## src/rtl/cfg_pkg.sv

```systemverilog
package cfg_pkg;

    localparam int DW     = 32;
    localparam int BUS_W  = 8;
    localparam int SLOT_W = 5;
    localparam int FUNC_W = 3;
    localparam int OFF_W  = 8;

    typedef enum logic [1:0] {
        SZ_BYTE = 2'd0,
        SZ_HALF = 2'd1,
        SZ_WORD = 2'd2,
        SZ_BAD  = 2'd3
    } cfg_size_e;

    typedef enum logic [1:0] {
        ST_IDLE  = 2'd0,
        ST_READ  = 2'd1,
        ST_WRITE = 2'd2
    } eng_state_e;

    typedef struct packed {
        eng_state_e     state;
        logic           dn_req;
        logic           dn_write;
        logic [DW-1:0]  dn_addr;
        logic [DW-1:0]  dn_xlate;
        logic           dn_type1;
        logic [DW-1:0]  dn_wdata;
        logic [DW-1:0]  xlate_sav;
        logic           type1_sav;
        cfg_size_e      size;
        logic [1:0]     lane;
        logic           is_write;
        logic [DW-1:0]  wdata;
        logic           done;
        logic           err;
        logic [DW-1:0]  rdata;
    } eng_regs_t;

endpackage

```

## src/rtl/cfg_addr_gen.sv

```systemverilog
module cfg_addr_gen
    import cfg_pkg::*;
#(
    parameter logic [DW-1:0] WIN_BASE = 32'h1400_0000,
    parameter int            WIN_LOG2 = 21
) (
    input  logic [BUS_W-1:0]  bus_num,
    input  logic [SLOT_W-1:0] slot_num,
    input  logic [FUNC_W-1:0] func_num,
    input  logic [OFF_W-1:0]  reg_off,
    input  cfg_size_e         size,
    output logic [DW-1:0]     acc_addr,
    output logic [DW-1:0]     xlate,
    output logic              type1,
    output logic              unreachable,
    output logic              misaligned
);

    localparam logic [DW-1:0] WIN_MASK = (DW'(1) << WIN_LOG2) - DW'(1);

    logic [DW-1:0] cfg_addr;
    logic          in_win;

    always_comb begin
        type1 = |bus_num;
        if (type1) begin
            cfg_addr = (DW'(bus_num) << 16) | (DW'(slot_num) << 11);
        end else begin
            cfg_addr = DW'(32'h800) << slot_num;
        end
        in_win      = (cfg_addr & ~WIN_MASK) == '0;
        unreachable = !in_win && ((cfg_addr & WIN_MASK) != '0);
        xlate       = in_win ? '0 : cfg_addr;
        acc_addr    = WIN_BASE
                    + (in_win ? cfg_addr : '0)
                    + (DW'(func_num) << 8)
                    + (DW'(reg_off) & DW'(32'h0000_00FC));
        unique case (size)
            SZ_BYTE: misaligned = 1'b0;
            SZ_HALF: misaligned = reg_off[0];
            SZ_WORD: misaligned = |reg_off[1:0];
            default: misaligned = 1'b1;
        endcase
    end

endmodule

```

## src/rtl/cfg_lane_unit.sv

```systemverilog
module cfg_lane_unit
    import cfg_pkg::*;
(
    input  logic [DW-1:0] dword,
    input  cfg_size_e     size,
    input  logic [1:0]    lane,
    input  logic [DW-1:0] wdata,
    output logic [DW-1:0] rd_just,
    output logic [DW-1:0] merged
);

    logic [4:0]    shift;
    logic [DW-1:0] mask;

    always_comb begin
        unique case (size)
            SZ_BYTE: begin
                mask  = DW'(32'h0000_00FF);
                shift = {lane, 3'b000};
            end
            SZ_HALF: begin
                mask  = DW'(32'h0000_FFFF);
                shift = {lane[1], 4'b0000};
            end
            default: begin
                mask  = '1;
                shift = 5'd0;
            end
        endcase
        rd_just = (dword >> shift) & mask;
        merged  = (dword & ~(mask << shift)) | ((wdata & mask) << shift);
    end

endmodule

```

## src/rtl/cfg_access_engine.sv

```systemverilog
module cfg_access_engine
    import cfg_pkg::*;
#(
    parameter logic [31:0] WIN_BASE   = 32'h1400_0000,
    parameter int          WIN_LOG2   = 21,
    parameter logic [31:0] XLATE_REST = 32'h0000_0000
) (
    input  logic        clk,
    input  logic        rst_n,
    input  logic        req_valid,
    input  logic        req_write,
    input  logic [7:0]  req_bus,
    input  logic [4:0]  req_slot,
    input  logic [2:0]  req_func,
    input  logic [7:0]  req_off,
    input  logic [1:0]  req_size,
    input  logic [31:0] req_wdata,
    output logic        busy,
    output logic        rsp_done,
    output logic        rsp_err,
    output logic [31:0] rsp_rdata,
    output logic        dn_req,
    output logic        dn_write,
    output logic [31:0] dn_addr,
    output logic [31:0] dn_xlate,
    output logic        dn_type1,
    output logic [31:0] dn_wdata,
    input  logic        dn_ack,
    input  logic [31:0] dn_rdata,
    input  logic        dn_err
);

    if (WIN_LOG2 < 21 || WIN_LOG2 > 31) begin : g_win_check
        $error("WIN_LOG2 must lie in 21..31");
    end

    localparam eng_regs_t RESET_REGS = '{
        state:     ST_IDLE,
        dn_req:    1'b0,
        dn_write:  1'b0,
        dn_addr:   '0,
        dn_xlate:  XLATE_REST,
        dn_type1:  1'b0,
        dn_wdata:  '0,
        xlate_sav: XLATE_REST,
        type1_sav: 1'b0,
        size:      SZ_BYTE,
        lane:      2'b00,
        is_write:  1'b0,
        wdata:     '0,
        done:      1'b0,
        err:       1'b0,
        rdata:     '0
    };

    eng_regs_t regs_d, regs_q;

    cfg_size_e     req_size_e;
    logic [DW-1:0] gen_addr;
    logic [DW-1:0] gen_xlate;
    logic          gen_type1;
    logic          gen_unreach;
    logic          gen_misalign;
    logic [DW-1:0] lane_rd;
    logic [DW-1:0] lane_merged;

    assign req_size_e = cfg_size_e'(req_size);

    cfg_addr_gen #(
        .WIN_BASE (WIN_BASE),
        .WIN_LOG2 (WIN_LOG2)
    ) addr_gen_i (
        .bus_num     (req_bus),
        .slot_num    (req_slot),
        .func_num    (req_func),
        .reg_off     (req_off),
        .size        (req_size_e),
        .acc_addr    (gen_addr),
        .xlate       (gen_xlate),
        .type1       (gen_type1),
        .unreachable (gen_unreach),
        .misaligned  (gen_misalign)
    );

    cfg_lane_unit lane_unit_i (
        .dword   (dn_rdata),
        .size    (regs_q.size),
        .lane    (regs_q.lane),
        .wdata   (regs_q.wdata),
        .rd_just (lane_rd),
        .merged  (lane_merged)
    );

    always_comb begin
        regs_d      = regs_q;
        regs_d.done = 1'b0;
        unique case (regs_q.state)
            ST_IDLE: begin
                if (req_valid) begin
                    if (gen_misalign || gen_unreach) begin
                        regs_d.done = 1'b1;
                        regs_d.err  = 1'b1;
                    end else begin
                        regs_d.xlate_sav = regs_q.dn_xlate;
                        regs_d.type1_sav = regs_q.dn_type1;
                        regs_d.dn_req    = 1'b1;
                        regs_d.dn_addr   = gen_addr;
                        regs_d.dn_xlate  = gen_xlate;
                        regs_d.dn_type1  = gen_type1;
                        regs_d.size      = req_size_e;
                        regs_d.lane      = req_off[1:0];
                        regs_d.is_write  = req_write;
                        regs_d.wdata     = req_wdata;
                        regs_d.err       = 1'b0;
                        if (req_write && req_size_e == SZ_WORD) begin
                            regs_d.dn_write = 1'b1;
                            regs_d.dn_wdata = req_wdata;
                            regs_d.state    = ST_WRITE;
                        end else begin
                            regs_d.dn_write = 1'b0;
                            regs_d.state    = ST_READ;
                        end
                    end
                end
            end
            ST_READ: begin
                if (dn_ack) begin
                    if (!dn_err && regs_q.is_write) begin
                        regs_d.dn_write = 1'b1;
                        regs_d.dn_wdata = lane_merged;
                        regs_d.state    = ST_WRITE;
                    end else begin
                        if (!dn_err) begin
                            regs_d.rdata = lane_rd;
                        end
                        regs_d.err      = dn_err;
                        regs_d.done     = 1'b1;
                        regs_d.state    = ST_IDLE;
                        regs_d.dn_req   = 1'b0;
                        regs_d.dn_write = 1'b0;
                        regs_d.dn_xlate = regs_q.xlate_sav;
                        regs_d.dn_type1 = regs_q.type1_sav;
                    end
                end
            end
            ST_WRITE: begin
                if (dn_ack) begin
                    regs_d.err      = dn_err;
                    regs_d.done     = 1'b1;
                    regs_d.state    = ST_IDLE;
                    regs_d.dn_req   = 1'b0;
                    regs_d.dn_write = 1'b0;
                    regs_d.dn_xlate = regs_q.xlate_sav;
                    regs_d.dn_type1 = regs_q.type1_sav;
                end
            end
            default: begin
                regs_d = RESET_REGS;
            end
        endcase
    end

    always_ff @(posedge clk or negedge rst_n) begin
        if (!rst_n) begin
            regs_q <= RESET_REGS;
        end else begin
            regs_q <= regs_d;
        end
    end

    assign busy      = regs_q.state != ST_IDLE;
    assign rsp_done  = regs_q.done;
    assign rsp_err   = regs_q.err;
    assign rsp_rdata = regs_q.rdata;
    assign dn_req    = regs_q.dn_req;
    assign dn_write  = regs_q.dn_write;
    assign dn_addr   = regs_q.dn_addr;
    assign dn_xlate  = regs_q.dn_xlate;
    assign dn_type1  = regs_q.dn_type1;
    assign dn_wdata  = regs_q.dn_wdata;

endmodule

```

## config.mk

```make
export PLATFORM = sky130hd
export DESIGN_NAME = cfg_access_engine
export DESIGN_NICKNAME = d
export VERILOG_FILES = /design/src/rtl/cfg_pkg.sv /design/src/rtl/cfg_addr_gen.sv /design/src/rtl/cfg_lane_unit.sv /design/src/rtl/cfg_access_engine.sv
export SDC_FILE = /design/constraint.sdc
export NUM_CORES = 1
export LEC_CHECK = 0
export CAP_MARGIN = 15
export CORE_MARGIN = 3
export CORE_UTILIZATION = 31
export DETAILED_ROUTE_END_ITERATION = 8
export HOLD_SLACK_MARGIN = 0.1
export REMOVE_ABC_BUFFERS = 1
export SYNTH_ARGS = -nofsm -noshare
export SYNTH_HDL_FRONTEND = slang
export SYNTH_HIERARCHICAL = 1
export SYNTH_SLANG_ARGS = --single-unit
```

## constraint.sdc

```tcl
create_clock -name clk -period 2.1 [get_ports clk]
set_input_delay 0.42 -clock clk [delete_from_list [all_inputs] [get_ports clk]]
set_output_delay 0.42 -clock clk [all_outputs]
set_load 0.02 [all_outputs]
```

### Word level (Yosys, flattened, before mapping)

Index checks and enable logic that the tools add are counted.

* word-level logic and storage cells: 99
* register bits after elaboration: 205
* output and inout bits: 134
* input port bits: 96

* multiplexer cells: 32
* bitwise logic cells: 9
* shifts and indexed selects: 4
* equality and inequality tests: 13
* $add $sub $neg: 3
* reduce and logical (&&, ||, !) cells: 22

Operators with widths (number)
* 32-bit two-way mux: 6
* 32-bit one-hot mux with 2 select lines: 3
* 173-bit two-way mux: 1
* 171-bit two-way mux: 1
* 70-bit one-hot mux with 2 select lines: 1
* 33-bit one-hot mux with 3 select lines: 1
* 32-bit bitwise AND: 3
* 32-bit one-hot mux with 3 select lines: 1
* 34-bit two-way mux: 2
* 33-bit two-way mux: 2
* 65-bit two-way mux: 1
* 32-bit by 5-bit left shift with 32-bit output: 2
* 29-bit by 32-bit adder with 32-bit output, first input constant: 1
* 32-bit by 11-bit adder with 32-bit output: 1
* 32-bit by 8-bit adder with 32-bit output: 1
* 32-bit logical NOT: 1
* 32-bit inverter: 1
* 32-bit OR: 1
* 32-bit nonzero test: 1
* 12-bit by 5-bit left shift with 32-bit output, first input constant: 1
* 32-bit by 5-bit >> shifter with 32-bit output: 1
* 24-bit by 16-bit OR with 24-bit output: 1
* 2-bit inequality test, second input constant: 8
* 4-bit one-hot mux with 3 select lines: 1
* 20 further kinds: 40

### Longest topological paths before layout

* depth after elaboration: 10
* mapped depth: 11
* gate-level depth less buffers: 7

### Cells and area by module

The synthesis kept the hierarchy.

By module, submodules not included
* cfg_access_engine: cells an instance 823, instances 1, sequential area each 5104.9 µm², area each 9351.5 µm²
* cfg_lane_unit: cells an instance 194, instances 1, sequential area each 0.0 µm², area each 1281.2 µm²
* cfg_addr_gen: cells an instance 136, instances 1, sequential area each 0.0 µm², area each 863.3 µm²

### Worst setup path before layout

OpenSTA, ideal clock, no wires.

* path kind: input to register
* start: input req_bus[5]
* end: register regs_q[114], in the netlist dn_wdata[10]
* buffers on the path: 3
* stages on the path: 8
* setup time: 0.125 ns
* data required time: 1.975 ns
* arrival time: 2.371 ns
* path slack: -0.396 ns
* cells stage by stage: or3_1 -> buf_2 -> clkbuf_1 -> and2_1 -> o41ai_4 -> nand2_4 -> buf_6 -> mux2_4

* word-level cells in the longest chain between the ends: 8
* elaborated cells between the ends (all ways): 10
* those cells by class: eq/ne (1); mux (1); bitwise (1); reduce/logical (7)

Ends and longest elaborated chain
* start: declaration: RTL line cfg_access_engine.sv:12 `input logic [7:0] req_bus,`
* 8-bit OR reduction / 24-bit by 16-bit OR with 24-bit output (equally long branches): RTL line cfg_addr_gen.sv:25, cfg_addr_gen.sv:27
* 32-bit two-way mux *: RTL line cfg_addr_gen.sv:26 `if (type1) begin`
* 32-bit logical NOT: RTL line cfg_addr_gen.sv:31 `in_win = (cfg_addr & ~WIN_MASK) == '0;`
* 1-bit logical NOT: RTL line cfg_addr_gen.sv:32 `unreachable = !in_win && ((cfg_addr & WIN_MASK) != '0);`
* 1-bit logical AND *: RTL line cfg_addr_gen.sv:32
* named net gen_unreach: RTL line cfg_access_engine.sv:62 `logic gen_unreach;`
* 1-bit logical OR *: RTL line cfg_access_engine.sv:100 `if (gen_misalign || gen_unreach) begin`
* 2-bit inequality test (no source line) *
* 6-bit AND reduction (no source line) *
* end signal: assignment: RTL line cfg_access_engine.sv:167 `regs_q <= regs_d;`
* end: declaration: RTL line cfg_access_engine.sv:56 `eng_regs_t regs_d, regs_q;`

Mark *: on every way through the listed nets, which the timed path passes. The rest lies on a longest branch.
A chain may end at the register's enable or synchronous reset.

### Final worst setup path

* start: register regs_q[201], in the netlist dn_write
* end: output dn_write

RTL lines
* end: declaration: RTL line cfg_access_engine.sv:23 `output logic dn_write,`

No word-level cell between the ends.

==> results by group <==
Die
  – Ports: 230
  – Core box area: 36100 um^2
  – Die height: 199 um
  – Die footprint: 39400 um^2
  – Initial Util: 31.9%
  – Row cnt: 69
  – Chip Width: 199 um

Global routing
  – Pin count of the biggest net entering global routing: 65
  – Met1 usage in global routing: 24.8%
  – Vias in the first global route: 9516
  – Initial antenna violation count: 1
  – First-pass GRT wire length: 57.0 mm
  – Remaining global-route overflow: 0
  – Top Usage Layer GRT: met2
  – Met2 Use GR: 29.5%
  – All-Layer GR Usage: 18.1%
  – Met3 GRT Util: 4.10%

Drt
  – DR WL/cell: 20.6 um
  – Drt pass-1 iters: 5
  – Number of vias per cell: 5.25
  – DRT Wirelength: 36.5 mm
  – DRT iter0 DRCs: 601
  – # DRC: 0
  – Via count: 9320
  – DRT antenna net count: 0

Synth
  – Post-synth top area cell: dfrtp_1
  – Synth top area cells: dfrtp_1 44%, buf_4 10%, a22o_1 9.3%, nand2_1 5.3%, mux2_4 3.7%
  – Yosys reg bits: 204
  – Synth Cell Area: 11500 um^2
  – Synthesis warning total: 6
  – Ys flop type: dfrtp_1
  – Syn Area/Cell: 9.97 um^2
  – Synth Instances: 1153
  – EDFF count, synth: 0
  – Synth cell types: 63
  – Sequential element share of the synthesized area: 44.4%
  – Top-area cell type share of the netlist area: 44.4%
  – Async set-reset flop share out of synthesis: 100%

Final layout
  – Design Area, Final: 15100 um^2
  – Fill count: 3450
  – Layout area overhead: 31.6%
  – Post-route core utilization: 41.9%
  – Antenna cells: 0
  – Nets: 1400
  – Share of post-route cells with drive strength above 1: 19.3%

Placed design
  – Placed cell area: 13900 um^2
  – RePlAce Congestion: 0.883
  – I/O Buffers: 229
  – HPWL after DPL: 24.5 mm

Timing
  – Clock Skews: 0.00977 ns
  – RSZ-0062 raised after global routing: false
  – Slew HR: 60.1%
  – Fmax: 490 MHz
  – Final setup violation count: 0
  – Actual slew at the worst max-slew pin: 0.598 ns
  – Minimum clock period: 2.04 ns
  – Tcrit/Tclk final: 97.2%
  – Final count of pins violating max slew: 0
  – Fin. Hold Viols: 0

Worst setup path
  – Crit path DAT: 1.62 ns
  – Slowest-stage cell, CP: clkdlybuf4s50_1
  – WP buf/inv: 2
  – Startpoint types: register
  – R2R cell count: 8
  – Critical R2R Capture: dn_wdata[30]
  – R2R Path Start: regs_q[70]
  – Critical path type: reg2out
  – Crit Path Max Fanout: 4
  – Critical path required time: 1.68 ns
  – Slowest stage delay, CP: 0.62 ns
  – CP top delay family: buffers and inverters
  – R2R setup slack: 0.12 ns
  – Crit-path cells: buf_4 -> clkdlybuf4s50_1
  – Critical path capture point type: output port

CTS
  – Worst-Skew Late Latency: 0.52 ns
  – TritonCTS Buffers: 25
  – Clock buffer depth: 3
  – # clock sinks: 204
  – Clock root buffer: clkbuf_16
  – CTS clock-pin slew for the worst setup and hold paths: 0.06 ns
  – CTS tree: built
  – H-tree depth: 1

Pwr
  – Seq pwr share: 29.3%
  – Leakage: 6.57 nW
  – Comb pwr share: 46.1%
  – Clock share of power: 24.7%
  – Sw Share: 37.5%
  – Power Dens Cells: 1240 nW/um^2
  – P_sw: 7.01 mW
  – Internal power: 11.7 mW
  – VDD IR max: 748 uV

Run
  – Max cap viols: 0

Hold path
  – Hold/Removal Path Class: in2async

Outcome
  – Status: completed
## metal layers
layer	wire (um)	vias up
li1	-	4295
met1	16000	4613
met2	17100	355
met3	2770	55
met4	706	2
met5	13	-
## kinds of logic after synthesis
kind of cell | synth area share [%]
buf+inv | 14.8
compound gates | 25.1
simple gates | 10.8
flops | 44.4
fa+ha+maj | 0.653
other cells | 0.0653
mux | 4.24
## worst register-to-register path: stages, from the launching register on
cell       delay [ns]
dfrtp_2          0.42
buf_12           0.20
nor2b_2          0.21
buf_4            0.20
a21oi_1          0.07
o2bb2ai_1        0.35
a22oi_1          0.14
o21ai_0          0.16
mux2_2           0.17
## final cells by class
class / count / area [um^2] / share of cell area, %
Sequential cell: 204 / 5110 / 33.7
Multi-Input combinational cell: 709 / 4990 / 33.0
Timing Repair Buffer: 348 / 3560 / 23.5
Clock buffer: 34 / 679 / 4.49
Tap cell: 461 / 577 / 3.81
Clock inverter: 10 / 185 / 1.22
Inverter: 10 / 37.5 / 0.248
## through the flow
step / cells / setup slack [ns] / hold WS, ns / TNS [ns] / power, mW
global route: 1776 / 0.000555 / 0.429 / 0 / 19.8
CTS: 1776 / 0.0000642 / 0.410 / 0 / 18.9
finish: 1776 / 0.0589 / 0.422 / 0 / 18.7
detailed placement: 1719 / -0.893 / 0.382 / -139.81 / 13.5
global placement: 1719 / -0.807 / 0.371 / -127.75 / 13.4
floorplan: 923 / -3.42 / 0.124 / -425.75 / 9.48
## layout by cell type (no fill, tap or decap), drive strengths merged, types with 5 or more instances in the layout
cell type and count:
o2bb2ai 8, a2bb2oi 7, o31ai 35, bufinv 5, nor4 9, inv 11
and2 22, dlygate4sd2 5, a221oi 9, a22o 122, a31oi 15, a21oi 59
clkbuf 39, mux2 34, clkdlybuf4s50 213, a41oi 8, o21ai 60, dfrtp 204
nor3 9, conb 24, nand2 163, nand2b 6, nor2 11, o22ai 8
buf 118, a22oi 42, ha 6, nor2b 13
## flip-flops by register name, indices dropped and copies added (netlist names)
name	cells
dn_write	1
dn_wdata	32
rsp_done	1
dn_addr	32
dn_type1	1
dn_xlate	32
regs_q	71
rsp_err	1
rsp_rdata	32
dn_req	1
## cell usage after synthesis, drive strengths merged, types with 11 or more instances
master,count
a21oi,59
clkbuf,48
nor2,11
dfrtp,204
a22o,122
o31ai,35
a22oi,42
nor2b,13
a31oi,15
and2,22
o21ai,60
buf,204
mux2,34
nand2,163
## worst max path at each step
| stage | start | end | slack [ns] | cells past startpoint |
|---|---|---|---|---|
| floorplan | req_bus[5] | regs_q[63] | -3.42 | 5 |
| global placement | req_slot[0] | dn_xlate[29] | -0.81 | 10 |
| detailed placement | req_slot[2] | dn_xlate[29] | -0.89 | 10 |
| CTS | req_bus[0] | dn_xlate[28] | 0.00006 | 13 |
| global route | req_bus[5] | regs_q[96] | 0.0006 | 10 |
| finish | dn_write | dn_write | 0.06 | 2 |
## power groups by stage
stage | Clock (mW) | Combinational, mW | Sequential [mW]
4_1_cts | 4.75 | 8.72 | 5.47
3_3_place_gp | 0 | 7.91 | 5.52
2_1_floorplan | 0 | 3.24 | 6.24
3_5_place_dp | 0 | 7.98 | 5.52
5_1_grt | 4.93 | 9.23 | 5.60
6_report | 4.61 | 8.62 | 5.48
## timing repair
| action | CTS | global route |
|---|---|---|
| resized for setup | 52 | 24 |
| gates cloned | 6 | 0 |
| buffers inserted | 6 | 2 |
| hold buffers | 1 | 0 |
| setup endpoints to repair | 171 | 63 |
| endpoints found under the hold margin | 43 | 0 |
| pin swaps | 7 | 5 |
No activity file was read; power rests on OpenSTA's default activity.
